**config.mk**
```make
export PLATFORM = sky130hd
export DESIGN_NAME = irq_cause_ctrl
export DESIGN_NICKNAME = d
export VERILOG_FILES = /design/src/rtl/irqc_pkg.sv /design/src/rtl/irqc_sync.sv /design/src/rtl/irqc_detect.sv /design/src/rtl/irqc_regs.sv /design/src/rtl/irq_cause_ctrl.sv
export SDC_FILE = /design/constraint.sdc
export NUM_CORES = 1
export LEC_CHECK = 0
export CAP_MARGIN = 5
export CELL_PAD_IN_SITES_DETAIL_PLACEMENT = 0
export CELL_PAD_IN_SITES_GLOBAL_PLACEMENT = 1
export CORE_MARGIN = 2
export CORE_UTILIZATION = 41
export CTS_BUF_LIST = sky130_fd_sc_hd__clkbuf_8
export DETAILED_ROUTE_END_ITERATION = 12
export MAX_ROUTING_LAYER = met4
export PLACE_DENSITY_LB_ADDON = 0.15
export SYNTH_ARGS = -nofsm -noshare
export SYNTH_HDL_FRONTEND = slang
export SYNTH_SLANG_ARGS = --single-unit
```
**constraint.sdc**
```tcl
create_clock -name clk -period 1.8 [get_ports clk]
set_input_delay 0.36 -clock clk [delete_from_list [all_inputs] [get_ports clk]]
set_output_delay 0.36 -clock clk [all_outputs]
set_load 0.005 [all_outputs]
```
**src/rtl/irqc_pkg.sv**
```systemverilog
package irqc_pkg;

    // register byte offsets
    localparam int unsigned OFS_CAUSE = 'h00;
    localparam int unsigned OFS_SETC  = 'h08;
    localparam int unsigned OFS_MASK  = 'h10;
    localparam int unsigned OFS_CTRL  = 'h28;

    // control word bit positions
    localparam int unsigned CTRL_EDGE_BIT = 3;
    localparam int unsigned CTRL_MSGM_BIT = 5;

    // global sensing configuration
    typedef enum logic {
        CFG_LEVEL = 1'b0,
        CFG_EDGE  = 1'b1
    } sense_cfg_e;

    // per-source line tracker
    typedef enum logic {
        SRC_LOW  = 1'b0,
        SRC_HIGH = 1'b1
    } line_st_e;

    // decoded register select
    typedef enum logic [2:0] {
        SEL_NONE,
        SEL_CAUSE,
        SEL_SETC,
        SEL_MASK,
        SEL_CTRL
    } reg_sel_e;

endpackage

```
**src/rtl/irqc_sync.sv**
```systemverilog
module irqc_sync #(
    parameter int unsigned W      = 32,
    parameter int unsigned STAGES = 2
) (
    input  logic         clk,
    input  logic         rst_n,
    input  logic [W-1:0] async_i,
    output logic [W-1:0] sync_o
);

    localparam int unsigned LAST = STAGES - 1;

    logic [W-1:0] stg [STAGES];

    always_ff @(posedge clk) begin
        if (!rst_n) begin
            stg[0] <= '0;
        end else begin
            stg[0] <= async_i;
        end
    end

    generate
        for (genvar s = 1; s < STAGES; s++) begin : g_stage
            always_ff @(posedge clk) begin
                if (!rst_n) begin
                    stg[s] <= '0;
                end else begin
                    stg[s] <= stg[s-1];
                end
            end
        end
    endgenerate

    assign sync_o = stg[LAST];

endmodule

```
**src/rtl/irqc_detect.sv**
```systemverilog
module irqc_detect
    import irqc_pkg::*;
#(
    parameter int unsigned W = 32
) (
    input  logic         clk,
    input  logic         rst_n,
    input  sense_cfg_e   cfg,
    input  logic [W-1:0] lvl_i,
    output logic [W-1:0] hw_set_o
);

    generate
        for (genvar g = 0; g < W; g++) begin : g_src
            line_st_e st_q;
            line_st_e st_d;

            // state transition: rise / fall
            always_comb begin
                st_d = st_q;
                unique case (st_q)
                    SRC_LOW:  if (lvl_i[g])  st_d = SRC_HIGH;
                    SRC_HIGH: if (!lvl_i[g]) st_d = SRC_LOW;
                endcase
            end

            always_ff @(posedge clk) begin
                if (!rst_n) begin
                    st_q <= SRC_LOW;
                end else begin
                    st_q <= st_d;
                end
            end

            // output decode
            always_comb begin
                unique case (cfg)
                    CFG_LEVEL: hw_set_o[g] = lvl_i[g];
                    CFG_EDGE:  hw_set_o[g] = (st_q == SRC_LOW) && lvl_i[g];
                endcase
            end
        end
    endgenerate


    edge_single_pulse_chk: assert property (@(posedge clk) disable iff (!rst_n)
        (cfg == CFG_EDGE && $past(cfg) == CFG_EDGE) |-> ((hw_set_o & $past(hw_set_o)) == '0));

endmodule

```
**src/rtl/irqc_regs.sv**
```systemverilog
module irqc_regs
    import irqc_pkg::*;
#(
    parameter int unsigned W      = 32,
    parameter int unsigned ADDR_W = 6
) (
    input  logic              clk,
    input  logic              rst_n,
    input  logic [ADDR_W-1:0] addr,
    input  logic              we,
    input  logic [W-1:0]      wdata,
    output logic [W-1:0]      rdata,
    input  logic [W-1:0]      hw_set,
    output sense_cfg_e        cfg_o,
    output logic              irq_o
);

    logic [W-1:0] cause_q, cause_d;
    logic [W-1:0] mask_q;
    logic         msgm_q;
    sense_cfg_e   cfg_q, cfg_d;
    reg_sel_e     sel;
    logic [W-1:0] keep_vec;
    logic [W-1:0] sw_set;

    // address decode
    always_comb begin
        sel = SEL_NONE;
        if (addr == ADDR_W'(OFS_CAUSE)) sel = SEL_CAUSE;
        if (addr == ADDR_W'(OFS_SETC))  sel = SEL_SETC;
        if (addr == ADDR_W'(OFS_MASK))  sel = SEL_MASK;
        if (addr == ADDR_W'(OFS_CTRL))  sel = SEL_CTRL;
    end

    // sensing configuration machine: CFG_LEVEL <-> CFG_EDGE on control writes
    always_comb begin
        cfg_d = cfg_q;
        unique case (cfg_q)
            CFG_LEVEL: if (we && sel == SEL_CTRL && wdata[CTRL_EDGE_BIT])  cfg_d = CFG_EDGE;
            CFG_EDGE:  if (we && sel == SEL_CTRL && !wdata[CTRL_EDGE_BIT]) cfg_d = CFG_LEVEL;
        endcase
    end

    always_ff @(posedge clk) begin
        if (!rst_n) begin
            cfg_q <= CFG_LEVEL;
        end else begin
            cfg_q <= cfg_d;
        end
    end

    // cause update: set sources win over the clearing write
    always_comb begin
        keep_vec = (we && sel == SEL_CAUSE) ? wdata : '1;
        sw_set   = (we && sel == SEL_SETC)  ? wdata : '0;
        cause_d  = (cause_q & keep_vec) | hw_set | sw_set;
    end

    always_ff @(posedge clk) begin
        if (!rst_n) begin
            cause_q <= '0;
            mask_q  <= '1;
            msgm_q  <= 1'b0;
        end else begin
            cause_q <= cause_d;
            if (we && sel == SEL_MASK) mask_q <= wdata;
            if (we && sel == SEL_CTRL) msgm_q <= wdata[CTRL_MSGM_BIT];
        end
    end

    // read mux and outputs
    always_comb begin
        rdata = '0;
        unique case (sel)
            SEL_CAUSE: rdata = cause_q;
            SEL_MASK:  rdata = mask_q;
            SEL_CTRL: begin
                rdata[CTRL_EDGE_BIT] = (cfg_q == CFG_EDGE);
                rdata[CTRL_MSGM_BIT] = msgm_q;
            end
            SEL_SETC, SEL_NONE: rdata = '0;
        endcase
    end

    assign irq_o = |(cause_q & ~mask_q);
    assign cfg_o = cfg_q;


    setc_sets_bits_chk: assert property (@(posedge clk) disable iff (!rst_n)
        (we && sel == SEL_SETC) |=> ((cause_q & $past(wdata)) == $past(wdata)));


    clear_write_chk: assert property (@(posedge clk) disable iff (!rst_n)
        (we && sel == SEL_CAUSE && hw_set == '0) |=> (cause_q == ($past(cause_q) & $past(wdata))));


    hw_set_lands_chk: assert property (@(posedge clk) disable iff (!rst_n)
        (hw_set != '0) |=> ((cause_q & $past(hw_set)) == $past(hw_set)));


    no_spurious_set_chk: assert property (@(posedge clk) disable iff (!rst_n)
        (hw_set == '0 && !(we && sel == SEL_SETC)) |=> ((cause_q & ~$past(cause_q)) == '0));


    mask_write_chk: assert property (@(posedge clk) disable iff (!rst_n)
        (we && sel == SEL_MASK) |=> (mask_q == $past(wdata)));


    mode_write_chk: assert property (@(posedge clk) disable iff (!rst_n)
        (we && sel == SEL_CTRL) |=> ((cfg_q == CFG_EDGE) == $past(wdata[CTRL_EDGE_BIT])));

endmodule

```
**src/rtl/irq_cause_ctrl.sv**
```systemverilog
module irq_cause_ctrl
    import irqc_pkg::*;
#(
    parameter int unsigned NSRC        = 32,
    parameter int unsigned ADDR_W      = 6,
    parameter int unsigned SYNC_STAGES = 2
) (
    input  logic              clk,
    input  logic              rst_n,
    input  logic [NSRC-1:0]   src_i,
    input  logic [ADDR_W-1:0] bus_addr,
    input  logic              bus_we,
    input  logic [NSRC-1:0]   bus_wdata,
    output logic [NSRC-1:0]   bus_rdata,
    output logic              irq_o
);

    logic [NSRC-1:0] src_sync;
    logic [NSRC-1:0] hw_set;
    sense_cfg_e      cfg;

    irqc_sync #(
        .W      (NSRC),
        .STAGES (SYNC_STAGES)
    ) u_sync (
        .clk     (clk),
        .rst_n   (rst_n),
        .async_i (src_i),
        .sync_o  (src_sync)
    );

    irqc_detect #(
        .W (NSRC)
    ) u_detect (
        .clk      (clk),
        .rst_n    (rst_n),
        .cfg      (cfg),
        .lvl_i    (src_sync),
        .hw_set_o (hw_set)
    );

    irqc_regs #(
        .W      (NSRC),
        .ADDR_W (ADDR_W)
    ) u_regs (
        .clk    (clk),
        .rst_n  (rst_n),
        .addr   (bus_addr),
        .we     (bus_we),
        .wdata  (bus_wdata),
        .rdata  (bus_rdata),
        .hw_set (hw_set),
        .cfg_o  (cfg),
        .irq_o  (irq_o)
    );

endmodule

```
======== Word level (Yosys, flattened, before mapping) ========
Memory sizes are Yosys's and may differ from the RTL's.
Index checks and enable logic that the tools add are counted.
W data, S select, Z words.
word-level totals
  register bits after elaboration ......... 98
  bits in latches ......................... 0
  bits in writable memories ............... 64
  bits in read-only memories .............. 0
  input port bits ......................... 73
  output and inout port bits .............. 33
  word-level logic and storage cells ...... 209
  memories ................................ 1
cells by class
  add/subtract/negate cells ............... 0
  multiply operators ...................... 0
  divide/modulo/power cells ............... 0
  order comparisons ....................... 0
  eq/ne operators ......................... 7
  shifts and indexed selects .............. 0
  muxes and demuxes ....................... 82
  bitwise operators ....................... 40
  reductions and logical operators ........ 43
memory list
  memory      depth  width  rd ports  clocked after Yosys merged registers in  write ports  line             source
  u_sync.stg  2      32     2         0                                        2            irqc_sync.sv:13  logic [W-1:0] stg [STAGES];
operators with widths
  operator              number
  $mux W32              4
  $pmux W1 S2           34
  $and A32 B32 Y32      2
  $or A32 B32 Y32       2
  $pmux W26 S2          1
  $logic_and A1 B1 Y1   38
  $mux W1               37
  $not A1 Y1            33
  $not A32 Y32          1
  $reduce_or A32 Y1     1
  $mux W3               3
  $pmux W1 S4           2
  $eq A3 B2 Y1 const B  2
  $eq A6 B4 Y1 const B  1
  $eq A6 B5 Y1 const B  1
  $eq A6 B6 Y1 const B  1
  $logic_not A6 Y1      1
  $pmux W3 S2           1
  $eq A3 B1 Y1 const B  1
  $eq A3 B3 Y1 const B  1
  $logic_not A3 Y1      1
  $or A1 B1 Y1          2
  $reduce_or A2 Y1      1
  $logic_not A1 Y1      1

======== Longest topological paths before layout ========
  word-level depth ........................ 11
  gate-level depth with buffers ........... 6
  depth with buffers taken out ............ 4

======== Cells and area by module ========
A second synthesis with hierarchy kept.
unflattened totals
  cell total of the unflattened synthesis .. 629
  area, all modules ....................... 6,353.6 µm²
by module, submodules not included
  module       instances  cells an instance  area an instance (µm²)  sequential area each (µm²)
  irqc_regs    1          393                3,279.4                 1,321.3
  irqc_sync    1          134                1,791.7                 1,281.2
  irqc_detect  1          102                1,282.5                 640.6

======== Worst setup path before layout ========
Ideal clock, no wire load.
  path kind ............................... input to output
  start ................................... in bus_addr[1]
  end ..................................... out bus_rdata[0]
  arrival ................................. 1.238 ns
  data required time ...................... 1.440 ns
  slack ................................... 0.202 ns
  stages on the path ...................... 4
  path buffers ............................ 1
  cells stage by stage .................... nor3_1 -> nand2_1 -> clkbuf_1 -> nor2_1
between the ends
  longest elaborated chain between the ends .. 7
  elaborated cells between the ends (all ways) .. 11
  classes of those cells .................. eq/ne (5); mux (5); reduce/logical (1)
RTL lines
  element                                       line                  source
  start, declared                               irq_cause_ctrl.sv:11  input logic [ADDR_W-1:0] bus_addr,
  $logic_not A6 Y1                              irqc_regs.sv:29       if (addr == ADDR_W'(OFS_CAUSE)) sel = SEL_CAUSE;
  $mux W1                                       irqc_regs.sv:29
  $mux W3                                       irqc_regs.sv:30       if (addr == ADDR_W'(OFS_SETC)) sel = SEL_SETC;
  $mux W3                                       irqc_regs.sv:31       if (addr == ADDR_W'(OFS_MASK)) sel = SEL_MASK;
  $mux W3 *                                     irqc_regs.sv:32       if (addr == ADDR_W'(OFS_CTRL)) sel = SEL_CTRL;
  $eq A3 B2 Y1 or $eq A3 B1 Y1 (tied branches)  irqc_regs.sv:74       unique case (sel)
  $pmux W3 S2 *                                 irqc_regs.sv:74
  end, declared                                 irq_cause_ctrl.sv:14  output logic [NSRC-1:0] bus_rdata,
Every way passes the cells marked *; elsewhere a longest branch is shown, timed or not.

======== Worst setup path in the final report ========
  start ................................... reg u_regs.mask_q[7]
  end ..................................... out irq_o
between the ends
  longest elaborated chain between the ends .. 3
RTL lines
  element                 line                  source
  start, declared         irqc_regs.sv:19       logic [W-1:0] mask_q;
  start signal, assigned  irqc_regs.sv:66       if (we && sel == SEL_MASK) mask_q <= wdata;
  $not A32 Y32            irqc_regs.sv:85       assign irq_o = |(cause_q & ~mask_q);
  $and A32 B32 Y32        irqc_regs.sv:85
  $reduce_or A32 Y1       irqc_regs.sv:85
  end, declared           irq_cause_ctrl.sv:15  output logic irq_o
Every way passes these cells.

==> results.md <==
* Cells after Synth at around 660
* Antenna Violating Nets Remaining at 0
* Drt first pass iters at 4
* Status: finished with violations
* Post-CTS Hold Buffers at 0
* Synthesized cell area at approximately 6100 um^2
* Total Die Area at 15900 um^2
* Violated checks: setup timing
* RSZ-0062 raised after global routing: true
* Gp weighted congestion at 0.882
* N_diodes at 0
* Largest net degree at the start of global routing at 59
* Final worst setup slack at -0.136 ns
* Leading cell type in the layout, fill and taps excluded: dfxtp_1
* Largest family of logic cells by synthesized area: simple AND/OR/NAND/NOR gates
* Dpl hpwl at around 11000 um
* Fillers at 1293
* Leak at between 3 and 4 nW
* Clk_lat worst skew at 0.45 ns
* YS warnings at 0
* WL final at between 15000 and 20000 um
* Most frequent cells in the layout: 134 x dfxtp_1, 96 x and2_1, 65 x clkdlybuf4s50_1
* Synth Area in Simple Gates at a little under a quarter
* Worst ir drop on vdd at 0.000515 V
* Worst-Margin Slew at 0.632 ns
* DR DRC count at 0
* Nets at 889
* 1st-iter DRT viols at 310
* Tmin final at 1.94 ns
* Root Buffer: clkbuf_8
* FF+latch area at around 3300 um^2
* Place WS at -0.755 ns
* H-tree depth at 4
* Initial antenna violation count at 0
* Clk pin slew, worst setup/hold paths at roughly 0.090 ns
* Area of the core at 14600 um^2
* Critical path type: reg2out
* Final Util at 58.0%
* Crit. End Element: output port
* Worst EP required at 1.44 ns
* Cell area power density at 863 nW/um^2
* Cell row count at 44
* Max Freq at 516 MHz
* CTS Buf Count at 17
* Worst Path Max Fanout at 3
* # port buffers at 105
* Average routed wire per standard cell at 16.0 um
* Yosys cell types at 30
* Clock sink total at approximately 160
* Synth area leaders: dfxtp_1 53%, and2_1 9.8%, mux2i_1 5.2%, nand2_1 4.0%, a211oi_1 3.9%
* Chip height at 126 um
* Seq cells post-synth at 162
* Startpoint Class: flop
* Hold Slack at just over 0.3 ns
* Multiplexer share of the synthesized area at 5.23%
* Via count at 5037
* Synth Area in Adders at 0%
* Placed Cells at between 900 and 1000
* GR Util All Layers at between 20% and 30%
* Share of the synthesized area in the top cell type at 52.9%
* I/O pins at 106
* Worst rel slew slack at 57.5%
* CTS Buffer Depth at 2
* Final Hold Violating Endpoints at 0
* Worst hold path type: in2reg
* Global route overflow at 0
* Avg Cell Area, Syn at between 9 and 10 um^2
* Clock Skew at 0.00919 ns
* Post-synthesis compound-gate area fraction at 14.2%
* Max_cap viols at 0
* Vias in the first global route at 4777
* First-pass GRT wire length at 25300 um
* Max Slew Vio Count at 0
* Synth area leader: dfxtp_1
* Ratio of cells with drive above 1 in the final layout at 24.7%
* Final Cycle Share at 108%
* Die width at around 130 um
* Sequential area share after synthesis at a little over half
* CTS tree: yes
* Syn_nets at 730
* Worst Path Arrival at between 1.5 and 2 ns
* Initial Utilization at 42.0%
* # setup viols final at 3
* Multi-input gate area at 2780 um^2
* Synth Area in XOR/XNOR at 0%
* Vias per cell at 4.97
* Final std cells w/o fill at 1013
* Synthesis-to-finish area growth at 38.0%
routing by layer:
| layer | vias to the layer above | track usage (%) | wire, um |
|---|---|---|---|
| met5 | - | - | 0 |
| met4 | 0 | 7.37 | 299 |
| met3 | 23 | 4.63 | 904 |
| met2 | 146 | 31.8 | 7240 |
| met1 | 2329 | 28.3 | 7720 |
| li1 | 2539 | - | - |
where the power goes:
part	internal, mW	switching, mW
sequential	3.70	0.0423
clock	1.57	1.36
combinational	0.358	0.278
through the flow:
step / area [um^2] / TNS, ns / power, mW
after floorplan: 6130 / 0 / 4.08
after global placement: 7760 / -31.23 / 4.40
after detailed placement: 7760 / -37.58 / 4.42
after CTS: 8440 / -0.251 / 7.37
after global routing: 8460 / -0.525 / 7.60
final: 8460 / -0.236 / 7.30
synth_stat cells (all sizes together):
library cell / number
a21boi: 32
o2bb2ai: 1
nor2: 63
nor4: 5
or3: 1
o22ai: 15
dfxtp: 162
nor4b: 2
nor3: 2
a21o: 1
and4b: 1
nand2: 66
and4: 1
a22o: 1
and2: 96
a211oi: 32
inv: 32
o31ai: 32
clkbuf: 26
buf: 15
mux2i: 32
nand4: 2
o211ai: 2
a21oi: 1
nand3: 30
nor2b: 3
o31a: 1
cell families after synthesis:
logic type	after synthesis
simple gates	272
flops	162
compound gates	118
buf+inv	73
mux	32
worst max-delay path, stage by stage (launching register included):
cell,delay [ns]
dfxtp_1,0.38
o22ai_1,0.08
nor4_1,0.34
nand4_1,0.16
buf_2,0.16
registers in the layout, summed over array words and instances (netlist names), named ones only:
name	cells
u_detect.g_src.st_q	32
u_regs.cause_q	32
u_regs.mask_q	32
u_regs.msgm_q	1
u_sync.stg	64
layout make-up:
type	count	area share [%]
clock inverters	14	2.35
clock buffers	18	2.93
well taps	184	2.72
flip-flops and latches	162	38.8
multi-input cells	422	32.8
repair buffers	181	19.0
inverters	32	1.42
path summary, 6_finish.rpt:
| check | start | endpoint | slack (ns) | cells after the start |
|---|---|---|---|---|
| min | rst_n | u_regs.mask_q[27]$_SDFFE_PN1P_ | 0.31 | 2 |
| min reg2reg | u_sync.stg[0][12]$_SDFF_PN0_ | u_sync.stg[1][12]$_SDFF_PN0_ | 0.44 | 1 |
| max | u_regs.mask_q[7]$_SDFFE_PN1P_ | irq_o | -0.14 | 4 |
| max reg2reg | flop | u_regs.cause_q[4]$_SDFF_PN0_ | 0.31 | 4 |
repair_timing:
action,4_1_cts,5_1_grt
pin swaps,16,9
gates resized for setup,160,52
buffers inserted,13,1
endpoints found under the setup margin,33,30
cloned,2,0
Note: power is estimated with default switching activity, not from simulation.
